$ cat config.mk
export PLATFORM = sky130hd
export DESIGN_NAME = irq_vector_ctrl
export DESIGN_NICKNAME = d
export VERILOG_FILES = /design/src/rtl/irq_vec_pkg.sv /design/src/rtl/irq_flag_bank.sv /design/src/rtl/irq_arbiter.sv /design/src/rtl/irq_level_tracker.sv /design/src/rtl/irq_vector_ctrl.sv
export SDC_FILE = /design/constraint.sdc
export NUM_CORES = 1
export LEC_CHECK = 0
export BUFFER_PORTS_ARGS = -buffer_cell sky130_fd_sc_hd__buf_2
export CAP_MARGIN = 20
export CORE_MARGIN = 5
export CORE_UTILIZATION = 46
export DETAILED_ROUTE_END_ITERATION = 10
export PLACE_DENSITY_LB_ADDON = 0.25
export REMOVE_ABC_BUFFERS = 1
export SLEW_MARGIN = 20
export SYNTH_ARGS = -nofsm -noshare
export SYNTH_HDL_FRONTEND = slang
export SYNTH_SLANG_ARGS = --single-unit
$ cat constraint.sdc
create_clock -name clk -period 3 [get_ports clk]
set_clock_uncertainty 0.15 [all_clocks]
set_input_delay 0.3 -clock clk [delete_from_list [all_inputs] [get_ports clk]]
set_output_delay 0.3 -clock clk [all_outputs]
set_load 0.1 [all_outputs]
$ cat src/rtl/irq_vec_pkg.sv
package irq_vec_pkg;
  localparam int NPAIR = 2;
  localparam int NSRC  = 2 * NPAIR + 1;
  localparam int SRC_W = $clog2(NSRC);
  localparam int SER_IDX = NSRC - 1;

  function automatic logic [NSRC-1:0] lowest_one(input logic [NSRC-1:0] v);
    return v & (~v + NSRC'(1));
  endfunction
endpackage

$ cat src/rtl/irq_flag_bank.sv
module irq_flag_bank
  import irq_vec_pkg::*;
(
  input  logic             clk,
  input  logic             rst_n,
  input  logic [NPAIR-1:0] ext_line,
  input  logic [NPAIR-1:0] ext_edge,
  input  logic [NPAIR-1:0] tmr_set,
  input  logic [NPAIR-1:0] clr_ext,
  input  logic [NPAIR-1:0] clr_tmr,
  input  logic             ser_rx,
  input  logic             ser_tx,
  output logic [NSRC-1:0]  pend
);

  generate
    for (genvar k = 0; k < NPAIR; k++) begin : g_pair
      logic e_q, e_d, p_q, t_q, t_d;

      // next state: a new set event has priority over a clear
      always_comb begin
        if (ext_edge[k]) begin
          if (ext_line[k] && !p_q)  e_d = 1'b1;
          else if (clr_ext[k])      e_d = 1'b0;
          else                      e_d = e_q;
        end else begin
          e_d = ext_line[k];
        end
        if (tmr_set[k])             t_d = 1'b1;
        else if (clr_tmr[k])        t_d = 1'b0;
        else                        t_d = t_q;
      end

      always_ff @(posedge clk or negedge rst_n) begin
        if (!rst_n) begin
          e_q <= 1'b0;
          p_q <= 1'b0;
          t_q <= 1'b0;
        end else begin
          e_q <= e_d;
          p_q <= ext_line[k];
          t_q <= t_d;
        end
      end

      assign pend[2*k]   = e_q;
      assign pend[2*k+1] = t_q;

      p_tmr_set_r8: assert property (@(posedge clk) disable iff (!rst_n)
        tmr_set[k] |=> t_q);
      p_edge_keep_r9: assert property (@(posedge clk) disable iff (!rst_n)
        (ext_edge[k] && e_q && !clr_ext[k]) |=> e_q);
    end
  endgenerate

  assign pend[SER_IDX] = ser_rx | ser_tx;

endmodule

$ cat src/rtl/irq_arbiter.sv
module irq_arbiter
  import irq_vec_pkg::*;
(
  input  logic [NSRC-1:0]  pend,
  input  logic [NSRC-1:0]  src_en,
  input  logic [NSRC-1:0]  src_hi,
  input  logic             glb_en,
  input  logic             act_lo,
  input  logic             act_hi,
  output logic             req,
  output logic [SRC_W-1:0] sel,
  output logic             sel_hi,
  output logic [NSRC-1:0]  grant
);

  logic [NSRC-1:0] elig, hi_c, lo_c;

  always_comb begin
    elig   = pend & src_en & {NSRC{glb_en}};
    hi_c   = elig & src_hi;
    lo_c   = elig & ~src_hi;
    sel_hi = |hi_c;
    grant  = sel_hi ? lowest_one(hi_c) : lowest_one(lo_c);
    sel    = '0;
    for (int i = NSRC - 1; i >= 0; i--) begin
      if (grant[i]) sel = SRC_W'(i);
    end
    req = (|elig) && !act_hi && (!act_lo || sel_hi);
  end

endmodule

$ cat src/rtl/irq_level_tracker.sv
module irq_level_tracker (
  input  logic clk,
  input  logic rst_n,
  input  logic take,
  input  logic take_hi,
  input  logic reti,
  output logic act_lo,
  output logic act_hi
);

  logic lo_d, hi_d;

  always_comb begin
    lo_d = act_lo;
    hi_d = act_hi;
    if (reti) begin
      if (act_hi) hi_d = 1'b0;
      else        lo_d = 1'b0;
    end
    if (take) begin
      if (take_hi) hi_d = 1'b1;
      else         lo_d = 1'b1;
    end
  end

  always_ff @(posedge clk or negedge rst_n) begin
    if (!rst_n) begin
      act_lo <= 1'b0;
      act_hi <= 1'b0;
    end else begin
      act_lo <= lo_d;
      act_hi <= hi_d;
    end
  end

  p_hi_fall_reti_r7: assert property (@(posedge clk) disable iff (!rst_n)
    $fell(act_hi) |-> $past(reti));
  p_lo_fall_reti_r7: assert property (@(posedge clk) disable iff (!rst_n)
    $fell(act_lo) |-> $past(reti) && !$past(act_hi));

endmodule

$ cat src/rtl/irq_vector_ctrl.sv
module irq_vector_ctrl
  import irq_vec_pkg::*;
#(
  parameter int              VEC_W    = 16,
  parameter logic [VEC_W-1:0] VEC_BASE = 16'h0003,
  parameter logic [VEC_W-1:0] VEC_STEP = 16'h0008
) (
  input  logic             clk,
  input  logic             arst_n,
  input  logic [NPAIR-1:0] ext_line,
  input  logic [NPAIR-1:0] ext_edge_mode,
  input  logic [NPAIR-1:0] tmr_ovf,
  input  logic             ser_rx,
  input  logic             ser_tx,
  input  logic             glb_en,
  input  logic [NSRC-1:0]  src_en,
  input  logic [NSRC-1:0]  src_hi,
  input  logic             ack,
  input  logic             reti,
  output logic             irq_req,
  output logic [VEC_W-1:0] irq_vec,
  output logic [SRC_W-1:0] irq_src,
  output logic             act_lo,
  output logic             act_hi
);

  logic [1:0]       rst_sync;
  logic             rst_n;
  logic [NSRC-1:0]  pend, grant;
  logic [NPAIR-1:0] clr_ext, clr_tmr;
  logic [SRC_W-1:0] sel;
  logic             sel_hi, req, take;

  // asynchronous assert, synchronous release
  always_ff @(posedge clk or negedge arst_n) begin
    if (!arst_n) rst_sync <= 2'b00;
    else         rst_sync <= {rst_sync[0], 1'b1};
  end
  assign rst_n = rst_sync[1];

  assign take = ack & req;

  generate
    for (genvar k = 0; k < NPAIR; k++) begin : g_clr
      assign clr_ext[k] = take & grant[2*k];
      assign clr_tmr[k] = take & grant[2*k+1];
    end
  endgenerate

  irq_flag_bank u_flags (
    .clk      (clk),
    .rst_n    (rst_n),
    .ext_line (ext_line),
    .ext_edge (ext_edge_mode),
    .tmr_set  (tmr_ovf),
    .clr_ext  (clr_ext),
    .clr_tmr  (clr_tmr),
    .ser_rx   (ser_rx),
    .ser_tx   (ser_tx),
    .pend     (pend)
  );

  irq_arbiter u_arb (
    .pend   (pend),
    .src_en (src_en),
    .src_hi (src_hi),
    .glb_en (glb_en),
    .act_lo (act_lo),
    .act_hi (act_hi),
    .req    (req),
    .sel    (sel),
    .sel_hi (sel_hi),
    .grant  (grant)
  );

  irq_level_tracker u_lvl (
    .clk     (clk),
    .rst_n   (rst_n),
    .take    (take),
    .take_hi (sel_hi),
    .reti    (reti),
    .act_lo  (act_lo),
    .act_hi  (act_hi)
  );

  assign irq_req = req;
  assign irq_src = req ? sel : '0;
  assign irq_vec = req ? (VEC_BASE + VEC_STEP * VEC_W'(sel)) : '0;

  p_req_enabled_r2: assert property (@(posedge clk) disable iff (!rst_n)
    irq_req |-> glb_en && ((src_en & grant) != '0));
  p_hi_blocks_r6: assert property (@(posedge clk) disable iff (!rst_n)
    act_hi |-> !irq_req);
  p_preempt_hi_only_r6: assert property (@(posedge clk) disable iff (!rst_n)
    (irq_req && act_lo) |-> sel_hi);
  p_grant_single_r3: assert property (@(posedge clk) disable iff (!rst_n)
    $onehot0(grant));
  p_take_sets_level_r6: assert property (@(posedge clk) disable iff (!rst_n)
    (take && !reti) |=> (act_lo || act_hi));

endmodule

* Yosys cells after proc, flatten, opt, wreduce, memory -nomap -nowiden
Index checks and enable logic that the tools add are counted.
** Storage, ports and cells
- Flip-flop bits (word level) :: 10
- Input port bits :: 23
- Output and inout bits :: 22
- Logic and storage cells :: 67
** Operators by class
- $add $sub $neg :: 3
- Equality and inequality tests :: 2
- Muxes and demuxes :: 25
- Bitwise gates (word level) :: 15
- Reductions and logical operators :: 13
** Operators by type and width (count)
- AND 5 bit :: 6
- 2-to-1 mux 3 bit :: 6
- 2-to-1 mux 1 bit :: 17
- 2-to-1 mux 16 bit :: 1
- inverter 5 bit :: 3
- adder 5 x 1 -> 5 bit (second input constant) :: 2
- OR reduction 5 bit :: 2
- adder 2 x 6 -> 7 bit (first input constant) :: 1
- inequality test 3 x 1 -> 1 bit (second input constant) :: 2
- AND 1 bit :: 5
- 2-to-1 mux 5 bit :: 1
- logical AND 1 bit :: 4
- zero test 1 bit :: 4
- nonzero test 2 bit :: 2
- logical OR 1 bit :: 1
- OR 1 bit :: 1

* Longest topological paths before layout
Gate-level depths: netlist of run 1.
- Word-level depth :: 15
- Depth in mapped cells :: 7
- Mapped depth without buffers :: 6

* By module
A second synthesis of run 1 with hierarchy kept.
** Unflattened totals
- Cell total of the unflattened synthesis :: 107
- Area, all modules :: 938.4 sq um
** By module, submodules not included
- irq_arbiter :: times used 1, cells each 50, area an instance 370.4 sq um, seq. area each 0.0 sq um
- irq_flag_bank :: times used 1, cells each 21, area an instance 254.0 sq um, seq. area each 150.1 sq um
- irq_vector_ctrl :: times used 1, cells each 28, area an instance 232.7 sq um, seq. area each 50.0 sq um
- irq_level_tracker :: times used 1, cells each 8, area an instance 81.3 sq um, seq. area each 50.0 sq um

* Worst setup path after synthesis of run 1
OpenSTA, ideal clock, no wires.
- Path type :: reg2out
- Start point :: reg u_lvl.act_hi
- End point :: out irq_vec[3]
- Data arrival time :: 4090 ps
- Required time :: 2550 ps
- Path slack :: -1540 ps
- Stages on the path, launching flop included :: 6
- Path buffers :: 1
- Cells stage by stage :: dfrtp_1 inv_1 o31ai_2 a21oi_1 a21boi_0 buf_4
** On the way
- Cells in the longest elaborated chain, start to end :: 4
** RTL lines
- from (decl) :: line irq_level_tracker.sv:8 : output logic act_hi
- from (signal assigned) :: line irq_level_tracker.sv:32 : act_hi <= hi_d;
- zero test 1 bit :: line irq_arbiter.sv:28 : req = (|elig) && !act_hi && (!act_lo || sel_hi);
- logical AND 1 bit (2 in series) :: line irq_arbiter.sv:28
- 2-to-1 mux 16 bit :: line irq_vector_ctrl.sv:88 : assign irq_vec = req ? (VEC_BASE + VEC_STEP * VEC_W'(sel)) : '0;
- to (decl) :: line irq_vector_ctrl.sv:21 : output logic [VEC_W-1:0] irq_vec,
No other way between the ends.

* Final worst setup path of run 1
- Start point :: reg u_flags.g_pair[0].t_q
- End point :: out irq_vec[4]
** On the way
- Cells in the longest elaborated chain, start to end :: 13
- Elaborated cells on any way between the ends :: 22
- Classes of those cells :: add/sub (3); mux (6); bitwise (8); reduce/logical (5)
** RTL lines
- from (decl) :: line irq_flag_bank.sv:18 : logic e_q, e_d, p_q, t_q, t_d;
- from (signal assigned) :: line irq_flag_bank.sv:42 : t_q <= t_d;
- AND 5 bit (*) (2 in series) :: line irq_arbiter.sv:19 : elig = pend & src_en & {NSRC{glb_en}};
- AND 5 bit (on tied branches) :: line irq_arbiter.sv:21, irq_arbiter.sv:20
- inverter 5 bit :: line irq_vec_pkg.sv:8 : return v & (~v + NSRC'(1));
- adder 5 x 1 -> 5 bit :: line irq_vec_pkg.sv:8
- AND 5 bit :: line irq_vec_pkg.sv:8
- 2-to-1 mux 5 bit :: line irq_arbiter.sv:23 : grant = sel_hi ? lowest_one(hi_c) : lowest_one(lo_c);
- 2-to-1 mux 3 bit (4 in series) :: line irq_arbiter.sv:26 : if (grant[i]) sel = SRC_W'(i);
- adder 2 x 6 -> 7 bit :: line irq_vector_ctrl.sv:88
- 2-to-1 mux 16 bit (*) :: line irq_vector_ctrl.sv:88
Mark *: on every way between the ends. The rest lies on a longest branch, timed or not.

==> metrics list, run 1 <==
- The die covers about 2600 um^2.
- Leading cell type in the layout, fill and taps excluded: sky130_fd_sc_hd__buf_2
- Summing all non-filler instances in the final layout gives an area of around 950 um^2.
* Clock root cell: sky130_fd_sc_hd__clkbuf_4
* Die Height: roughly 50 um
* Number of nets in the finished design: between 100 and 150
- Input and output buffers added on the ports amount to 33.
- TritonCTS built the clock tree.
- Number of buffers added by the clock tree synthesis step: 3
- Antenna-violating nets left: 0
- Flip-flop and latch count after synthesis: 10
- Initial core utilization: approximately 47%
- Met2 usage in global routing: around a quarter
- Maximum capacitance violations: 0
- The later pin in the worst-skew pair is clocked with a latency of between 200 and 300 ps.
* Worst R2R Path Depth: 5
- Row count: 15
- Number of buffers on the longest clock path: 2
- At the pin with the least slew margin, the transition time is between 400 and 500 ps.
- Wires add up to around 2000 um.
- Detailed-route DRC error count: 0
- Unique cell type count in the Yosys netlist: 34
* GR Overflow Total: 0
* Critical path start-end classification: flop to output pin
* Power density over the cells: roughly 670 nW/um^2
- The average instance in the mapped netlist occupies roughly 8.8 um^2.
- Summed over all nets, the switching power comes to 0.000355 W.
- Hold Violations, Final: 0
- Worst min-delay path category: input pin to flop
- The internal power of the cells totals roughly 0.00028 W.
- The count of cells in the finished layout, fillers not included, comes to 140.
* P&R area growth vs syn: 21.5%
- Number of cells produced by synthesis: 89
- Hold-critical path depth: 1
- Data arrives at the worst endpoint at 2260 ps.
- Data on the critical path is required at its endpoint by ~2600 ps.
- Across all layers, the routed design uses between 700 and 800 vias.
- Sequential share of power: between 20% and 30%
* Clock network fraction of design power: a little under a fifth
- # clock sinks: 10
* Met3 usage: around 3.8%
* Layout cell share with drive strength beyond 1: a little over a third
- For this run, the detailed router's first-pass iteration total came to 4.
- Worst slew margin: between 60% and 70%
* Placer's final routability congestion estimate: 0.893
- Result of the run: complete, no violations
- Share of synthesized area occupied by flip-flops and latches: around a third
- Setup repair after global routing left no endpoint under its margin.
* Starting DRC count in detailed routing: 4
* HPWL after DPL: 1620 um
- The mapped netlist covers about 800 um^2.
- Entering global routing, the biggest net connects 11 pins.
- Proportion of register bits with asynchronous set or reset after synthesis: 100%
- The worst setup path is captured at an output pin.
- Number of max-slew violations in the final report: 0
- After detailed placement, the total cell area comes to just under 900 um^2.
- Total routing usage reported by global routing: 15.8%
* Diodes inserted: 0
* WL/cell: 14.1 um
* Ys flop type: sky130_fd_sc_hd__dfrtp_1
* Clock transition at the registers of the reported paths: around 70 ps
* Highest-count cells in the layout ignoring fill and taps: 33 x sky130_fd_sc_hd__buf_2, 12 x sky130_fd_sc_hd__conb_1, 10 x sky130_fd_sc_hd__dfrtp_1, 7 x sky130_fd_sc_hd__nand2_1, 6 x sky130_fd_sc_hd__nand3_1
* Core ar.: about 1700 um^2
- After routing, the total negative slack on setup checks comes to 0 ps.
- Antenna violations before repair: 0
- Crit Path Max Fanout: 7
* Static leakage: between 0.5 and 0.6 nW
- Vias in the first global route: 716
- The die is about 51 um wide.
- Combinational cells account for between 50% and 60% of the total power.
* M1 GR Usage: between 20% and 30%
- Maximum level of the CTS H-tree: 1
* Minimum setup slack in the final design: 286 ps
* Place WS: between 400 and 500 ps
- Net switching is a little under three fifths of the power.
- After clock tree synthesis, the repair step resized 0 gates.
* Number of enable flip-flop cells after synthesis: 0
- First-pass GRT wire length: slightly above 3000 um
* Syn. warnings: 0
- Setup violations remaining at the end of the flow were counted as 0.
* VDD IR-drop max: 502 uV
- After detailed routing, the number of vias per cell comes to 5.48.
* Busiest layer in global routing: met2
* Ratio of final minimum period to clock period: between 90 and 100%
- Pin placement for this block handled 45 I/O pins.
- Final min period: approximately 2700 ps
- Number of instances in the placed design: around 130
- For this run, the top clock speed supported by timing is approximately 0.37 GHz.
* Post-route total power: 0.000635 W
- Worst setup SP type: flop
final cells by class:
class | count | area, um^2
tap | 17 | 21.3
multi-input combinational | 67 | 423
timing repair buffer | 37 | 205
fill | 172 | 716
clock buffer | 4 | 36.3
sequential | 10 | 250
inverter | 5 | 18.8
worst paths after layout:
path / slack [ps] / start / endpoint
max: 290 / u_flags.g_pair[0].t_q$_DFFE_PN0P_ / irq_vec[4]
min: 10 / ext_line[0] / u_flags.g_pair[0].p_q$_DFF_PN0_
max reg2reg: 1210 / u_flags.g_pair[0].t_q$_DFFE_PN0P_ / u_flags.g_pair[1].e_q$_DFFE_PN0P_
min reg2reg: 220 / rst_sync[0]$_DFF_PN0_ / rst_sync[1]$_DFF_PN0_
max in group asynchronous: 2000 / rst_sync[1]$_DFF_PN0_ / u_flags.g_pair[1].t_q$_DFFE_PN0P_
min in group asynchronous: 180 / arst_n / rst_sync[0]$_DFF_PN0_
power groups by stage:
stage	Sequential, W	Clock (W)	Combinational (W)
2_1_floorplan	0.000199	0	0.000253
3_3_place_gp	0.000161	0	0.000350
3_5_place_dp	0.000162	0	0.000350
4_1_cts	0.000157	0.000125	0.000357
5_1_grt	0.000159	0.000130	0.000373
6_report	0.000157	0.000121	0.000356
per-layer routing:
metal / wire [um] / vias up
li1: - / 367
met1: 801 / 358
met2: 922 / 37
met3: 210 / 5
met4: 34 / 0
met5: 0 / -
synthesized netlist by cell type, types with 2 or more instances:
master                     count  area (um^2)
sky130_fd_sc_hd__buf_4        16          120
sky130_fd_sc_hd__conb_1        2         7.51
sky130_fd_sc_hd__a31oi_1       3         18.8
sky130_fd_sc_hd__nand2b_1      2         12.5
sky130_fd_sc_hd__nand2_1       7         26.3
sky130_fd_sc_hd__a21boi_0      2         15.0
sky130_fd_sc_hd__nand4_2       2         25.0
sky130_fd_sc_hd__nor2_1        5         18.8
sky130_fd_sc_hd__dfrtp_1      10          250
sky130_fd_sc_hd__o211ai_1      2         15.0
sky130_fd_sc_hd__o21ai_0       2         10.0
sky130_fd_sc_hd__nand3_1       6         30.0
sky130_fd_sc_hd__inv_1         5         18.8
sky130_fd_sc_hd__nand4_1       2         12.5
sky130_fd_sc_hd__o211a_1       2         20.0
sky130_fd_sc_hd__a21oi_1       3         15.0
kinds of logic after synthesis:
| kind of cell | after synthesis | share of synthesized area, % |
|---|---|---|
| other | 2 | 0.956 |
| buffers and inverters | 22 | 19.1 |
| AOI/OAI and AO/OA | 26 | 25.6 |
| and+or+nand+nor | 29 | 22.5 |
| DFF | 10 | 31.8 |
repair_timing:
item	4_1_cts	5_1_grt
setup buffers	0	0
hold buffers	4	0
hold endpoints to repair	7	0
registers in the layout (all words and copies together) (netlist names):
name	flops
u_flags.g_pair.t_q	2
rst_sync	2
u_flags.g_pair.p_q	2
u_lvl.act_lo	1
u_flags.g_pair.e_q	2
u_lvl.act_hi	1
critical path, cell delays in order (launching register included):
cell and delay, ps:
sky130_fd_sc_hd__dfrtp_1 430, sky130_fd_sc_hd__nand4_2 140, sky130_fd_sc_hd__nand3_4 120, sky130_fd_sc_hd__or4_4 530, sky130_fd_sc_hd__a21oi_2 190, sky130_fd_sc_hd__o211a_1 160, sky130_fd_sc_hd__buf_2 420
per-stage QoR:
stage	hold WS (ps)	utilization [%]
5_1_grt	11.9	57.2
3_5_place_dp	-63.4	52.6
2_1_floorplan	-146	-
4_1_cts	5.62	57.2
6_report	9.99	57.2
3_3_place_gp	-64.2	52.6
Note: power is estimated with default switching activity, not from simulation.
==> inputs of run 2 (changes only) <==
--- a/config.mk
+++ b/config.mk
@@ -10,8 +10,9 @@
 export CORE_MARGIN = 5
 export CORE_UTILIZATION = 46
 export DETAILED_ROUTE_END_ITERATION = 10
-export PLACE_DENSITY_LB_ADDON = 0.25
+export PLACE_DENSITY_LB_ADDON = 0.3
 export REMOVE_ABC_BUFFERS = 1
+export SKIP_CTS_REPAIR_TIMING = 1
 export SLEW_MARGIN = 20
 export SYNTH_ARGS = -nofsm -noshare
 export SYNTH_HDL_FRONTEND = slang
==> metrics list, run 2 (same netlist as run 1, synthesis figures left out) <==
- The final core area utilization was 55.1% (-2.0 points).
* Clock latency of the later-clocked register in the worst-skew pair: 260 ps (about the same)
- The floorplan die width was 51.3 um (unchanged).
- The checks that failed: negative hold slack.
- The area of the die came to 2630 um^2 (unchanged).
- Number of max-slew violations in the final report: 0 (unchanged)
- The wire length reported by the detailed router came to 1840 um (-6.4%).
- Relative contribution of combinational cells to total power: 58.9% (+2.8 points)
- GR Overflow Total: 0 (unchanged)
* Total placed instance area: 878 um^2 (unchanged)
* Design area: 921 um^2 (-3.5%)
- The final total power is 0.000599 W (-5.6%).
- By startpoint and endpoint, the worst setup path is classified as flop to output pin.
- The non-filler instance count after layout was 137 (-2.1%).
- Number of vias per cell: 5.41 (-1.3%)
* Ratio of final minimum period to clock period: 90.3% (-0.16 points)
- CP required: 2550 ps (about the same)
- Die Height: 51.3 um (unchanged)
* Net switching power: 0.000348 W (-1.8%)
* Place WS: 457 ps (+11.7 ps)
- The fraction of power consumed by sequential logic was 26.6% (+1.8 points).
- The worst-case hold slack was -27.7 ps (-37.7 ps).
- Met2 usage in global routing: 24.5% (-0.43 points)
* Busiest layer in global routing: met2
- Placer's final routability congestion estimate: 0.884 (-1.1%)
* Maximum level of the CTS H-tree: 1 (unchanged)
* Worst setup SP type: flop
- The number of DRC violations after detailed routing is 0 (unchanged).
- Maximum frequency from static timing analysis: 0.369 GHz (+0.17%)
- Number of buffers added by the clock tree synthesis step: 3 (unchanged)
* Static leakage: 0.507 nW (-3.0%)
* First-pass GRT wire length: 3130 um (+0.87%)
- Starting DRC count in detailed routing: 15 (+11)
- The path class of the tightest hold or removal check is flop to asynchronous set/reset pin.
- Leading cell type in the layout, fill and taps excluded: sky130_fd_sc_hd__buf_2
- Number of nets in the finished design: 145 (-1.4%)
* Pin count of the biggest net entering global routing: 11 (unchanged)
- Total routing usage reported by global routing: 15.5% (-0.35 points)
- Diodes inserted: 0 (unchanged)
* Port buffer count: 33 (unchanged)
* Vias post-DR: 741 (-3.4%)
- Clock network fraction of design power: 14.5% (-4.6 points)
- Power density over the cells: 651 nW/um^2 (-2.2%)
- Clock tree from TritonCTS: done
* # clock sinks: 10 (unchanged)
- The largest buffer count on any clock path is 2 (unchanged).
- The internal power summed over all cells was 0.000251 W (-10%).
* Antenna violations before repair: 0 (unchanged)
- Setup repair after global routing left no endpoint under its margin.
- The number of fill cells in the layout was 168 (-2.3%).
* Minimum setup slack in the final design: 291 ps (+4.71 ps)
- Combined flip-flop and latch cell area: 250 um^2 (unchanged)
- Maximum capacitance violations: 0 (unchanged)
- The half-perimeter wire length after detailed placement was 1560 um (-4.1%).
* Row count: 15 (unchanged)
* Number of detailed-routing iterations run before antenna repair: 4 (unchanged)
- Total of endpoints with negative setup slack in the final report: 0 (unchanged)
- The count of boundary I/O pins was 45 (unchanged).
* Layout cell share with drive strength beyond 1: 35.8% (+0.061 points)
* Clock transition at the registers of the reported paths: 60 ps (about the same)
- The per-cell routed wire length came to 13.5 um (-4.3%).
- The number of global-route vias before repair came to 686 (-4.2%).
- Kind of capture point of the worst setup path: output pin
* M1 GR Usage: 20.9% (+0.61 points)
* Core ar.: 1670 um^2 (unchanged)
* Hold Violations, Final: 8 (+8)
* Final min period: 2710 ps (-4.71 ps)
- The met3 track demand over resource was 2.33% (-1.5 points).
- P&R area growth vs syn: 17.2%
- The total area of multi-input combinational cells came to 423 um^2 (unchanged).
- The run finished, with violations left.
- The number of antenna-violating nets in the routed design is 0 (unchanged).
- Clock root cell: sky130_fd_sc_hd__clkbuf_4
- Data arrival, critical path: 2260 ps (about the same)
- The library cells used most frequently in the layout, excluding fill and tap cells, are 33 x sky130_fd_sc_hd__buf_2, 12 x sky130_fd_sc_hd__conb_1, 10 x sky130_fd_sc_hd__dfrtp_1, 7 x sky130_fd_sc_hd__nand2_1, 6 x sky130_fd_sc_hd__nand3_1.
- Proportion of total power due to net switching: 58.1% (+2.2 points)
- The initial core utilization was 47.0% (unchanged).
- VDD IR-drop max: 397 uV (-21%)
- The instance count after placement with tap cells included is 132 (unchanged).
* Crit Path Max Fanout: 4 (-3)
[run 2: changes by cell type in the layout (fill, tap and decap cells not counted), sizes merged]
| cell | change |
|---|---|
| dlygate4sd3 | -2 |
| clkbuf | -1 |
[run 2: path summary, 6_finish.rpt]
kind                       slack [ps]                               from  cells past startpoint                                 to
max                               290  u_flags.g_pair[1].t_q$_DFFE_PN0P_                      6                         irq_src[1]
min                               -30              rst_sync[1]$_DFF_PN0_                      0  u_flags.g_pair[1].e_q$_DFFE_PN0P_
max reg2reg                      1220  u_flags.g_pair[1].t_q$_DFFE_PN0P_                      5  u_flags.g_pair[1].e_q$_DFFE_PN0P_
min reg2reg                       -30              rst_sync[1]$_DFF_PN0_                      0  u_flags.g_pair[1].e_q$_DFFE_PN0P_
max in group asynchronous        2400                             arst_n                      2              rst_sync[0]$_DFF_PN0_
min in group clk                   30                        ext_line[0]                      1    u_flags.g_pair[0].p_q$_DFF_PN0_
[run 2: final cells by class]
class,instances,area share (%)
flip-flops and latches,10,27.2
inverters,5,2.04
multi-input cells,67,45.9
well taps,17,2.31
clock buffers,3,2.45
repair buffers,35,20.1
[run 2: critical path: stages (launching register included)]
cell and delay, ps:
sky130_fd_sc_hd__dfrtp_1 400, sky130_fd_sc_hd__nand4_1 200, sky130_fd_sc_hd__nand2_1 120, sky130_fd_sc_hd__or4_4 500
sky130_fd_sc_hd__a21oi_2 190, sky130_fd_sc_hd__o211a_1 170, sky130_fd_sc_hd__buf_2 420
[run 2: stage by stage]
| step | TNS (ps) | hold WS (ps) |
|---|---|---|
| after global placement | 0 | -63.9 |
| final | 0 | -27.7 |
| after floorplan | -8080 | -146 |
| after CTS | 0 | -334 |
| after global routing | 0 | 6.59 |
| after detailed placement | 0 | -61.5 |
[run 2: layer usage]
metal  vias to the layer above  wire [um]
li1                        365          -
met4                         0         33
met3                         5        186
met1                       336        801
met5                         -          0
met2                        35        821
[run 2: power groups by stage]
stage	clock, W	combinational (W)	sequential [W]
global placement	0	0.000350	0.000161
CTS	0.0000891	0.000352	0.000160
floorplan	0	0.000253	0.000199
global route	0.0000990	0.000370	0.000162
finish	0.0000867	0.000353	0.000159
detailed placement	0	0.000350	0.000162
==> inputs of run 3 (changes only) <==
--- a/config.mk
+++ b/config.mk
@@ -7,6 +7,7 @@
 export LEC_CHECK = 0
 export BUFFER_PORTS_ARGS = -buffer_cell sky130_fd_sc_hd__buf_2
 export CAP_MARGIN = 20
+export CORE_ASPECT_RATIO = 0.8
 export CORE_MARGIN = 5
 export CORE_UTILIZATION = 46
 export DETAILED_ROUTE_END_ITERATION = 10
==> metrics list, run 3 (same netlist as run 1, synthesis figures left out) <==
- The number of clock buffers inserted by TritonCTS was 3 (unchanged).
* Number of detailed-routing iterations run before antenna repair: 4 (unchanged)
- The layout net count is 145 (unchanged).
* Layout cell share with drive strength beyond 1: 36.4% (+0.53 points)
- The data required time at the worst endpoint is 2550 ps (about the same).
- Port buffer count: 33 (unchanged)
- Failing checks: negative hold slack
- Unrepaired setup endpoints after global routing: no
* GR Overflow Total: 0 (unchanged)
* Clock tree from TritonCTS: done
- Highest-count cells in the layout ignoring fill and taps: 33 x sky130_fd_sc_hd__buf_2, 12 x sky130_fd_sc_hd__conb_1, 10 x sky130_fd_sc_hd__dfrtp_1, 7 x sky130_fd_sc_hd__nand2_1, 6 x sky130_fd_sc_hd__nand3_1
- # clock sinks: 10 (unchanged)
* Die extent in x: 56.2 um (+9.5%)
- Initial core utilization: 48.3% (+1.3 points)
- The upper clock frequency limit is 0.372 GHz (+0.87%).
* Hold WS: -25.2 ps (+2.50 ps)
- P&R area growth vs syn: 19.7%
- The number of antenna violations at the first check in global routing was 0 (unchanged).
* Total of endpoints with negative setup slack in the final report: 0 (unchanged)
- The height of the die was 47.0 um (-8.5%).
- Worst min-delay path category: flop to asynchronous set/reset pin
* Number of vias per cell: 5.15 (-4.7%)
* First-pass GRT wire length: 2800 um (-10%)
- The critical path goes through nand4_2, nand3_4, or4_4, a21oi_2, o211a_1, buf_2.
- Number of max-slew violations in the final report: 0 (unchanged)
* Floorplan die area: 2640 um^2 (+0.19%)
- The library cell used most frequently in the layout, excluding fill and tap cells, is sky130_fd_sc_hd__buf_2.
* WL/cell: 12.7 um (-5.3%)
- The worst setup path is of the flop to output pin kind.
- The post-route clock period utilization is 89.5% (-0.78 points).
* Hold Violations, Final: 8 (unchanged)
- STA classifies the critical path endpoint as an output pin.
- At the pin with the least slew margin, the transition time is about 500 ps.
- The row count came to 13 (-2).
- The non-filler instance count after layout came to 143 (+4.4%).
- The number of maximum-capacitance violations came to 0 (unchanged).
* Number of instances in the placed design: 137 (+3.8%)
- Highest cell delay on the worst timing path: 520 ps (+20 ps)
- The total via count after detailed routing is 737 (-0.54%).
- The wire length reported by the detailed router was 1820 um (-1.2%).
- Detailed-route DRC error count: 0 (unchanged)
* Top Ports: 45 (unchanged)
- The highest ir drop seen on vdd was 442 uV (+11%).
- Post-route total power: 0.000631 W (+5.3%)
- Worst setup SP type: flop
- Slowest-stage cell, CP: sky130_fd_sc_hd__or4_4
* Final min period: 2690 ps (-23.3 ps)
- The clock latency on the worst-skew pair was 260 ps (about the same).
- Crit Path Max Fanout: 7 (+3)
- Number of buffers on the longest clock path: 2 (unchanged)
- Power density over the cells: 671 nW/um^2 (+3.1%)
* Total routing usage reported by global routing: 14.0% (-1.5 points)
* Core ar.: 1630 um^2 (-2.6%)
- Starting DRC count in detailed routing: 15 (unchanged)
- Clock transition at the registers of the reported paths: 70 ps (about the same)
* Result of the run: finished with violations
- Worst slew margin: about two thirds
- The pin count of the biggest net entering global routing was 11 (unchanged).
- HPWL after DPL: 1540 um (-0.98%)
- The critical path data arrival time came to 2240 ps (-20 ps).
* Placer's final routability congestion estimate: 0.789 (-11%)
* Vias in the first global route: 642 (-6.4%)
- Setup TNS after final layout: 0 ps (unchanged)
- Clock root cell: sky130_fd_sc_hd__clkbuf_4
- The antenna cell count is 0 (unchanged).
* Static leakage: 0.514 nW (+1.4%)
* Maximum level of the CTS H-tree: 1 (unchanged)
- The number of antenna-violating nets in the routed design was 0 (unchanged).
-- run 3: changes by cell type in the layout (fill, tap and decap cells not counted) --
| cell | delta |
|---|---|
| sky130_fd_sc_hd__clkbuf_8 | +1 |
-- run 3: final cells by class --
class                      count  area, um^2
fill                         166         686
sequential                    10         250
timing repair buffer          35         185
tap                           22        27.5
clock buffer                   4        36.3
multi-input combinational     67         423
inverter                       5        18.8
-- run 3: power breakdown --
| group | internal, W | total, W | switching, W |
|---|---|---|---|
| clock | 0.0000737 | 0.000119 | 0.0000457 |
| sequential | 0.000147 | 0.000159 | 0.0000120 |
| combinational | 0.0000580 | 0.000353 | 0.000295 |
-- run 3: final timing paths --
path	startpoint	end	slack, ps	cells past startpoint
min in group clk	ext_line[0]	u_flags.g_pair[0].p_q$_DFF_PN0_	20	1
min reg2reg	rst_sync[1]$_DFF_PN0_	u_flags.g_pair[0].t_q$_DFFE_PN0P_	-30	0
max in group asynchronous	arst_n	rst_sync[0]$_DFF_PN0_	2410	2
min	rst_sync[1]$_DFF_PN0_	u_flags.g_pair[0].t_q$_DFFE_PN0P_	-30	0
max reg2reg	u_flags.g_pair[0].e_q$_DFFE_PN0P_	u_flags.g_pair[1].e_q$_DFFE_PN0P_	1250	5
max	u_flags.g_pair[0].e_q$_DFFE_PN0P_	irq_src[1]	310	6
-- run 3: layer usage --
layer / global-route usage [%] / wire length (um) / share of wire, %
met1: 18.5 / 820 / 45
met2: 21.7 / 834 / 46
met3: 6.87 / 166 / 9.1
met4: 1.42 / 0 / 0
met5: 0 / 0 / 0
-- run 3: worst max-delay path: cells and delay by family (launching register included) --
family,cells,cell delay [ps]
AO/OA/AOI/OAI,2,360
buffers and inverters,1,420
flip-flops,1,410
AND/OR/NAND/NOR,3,780
-- run 3: per-stage QoR --
| step | setup slack [ps] | cell area, um^2 | util, % |
|---|---|---|---|
| finish | 314 | 941 | 57.8 |
| CTS | 313 | 921 | 56.6 |
| global route | 216 | 941 | 57.8 |
| floorplan | -3000 | 692 | - |
| global placement | 506 | 885 | 54.4 |
| detailed placement | 504 | 885 | 54.4 |
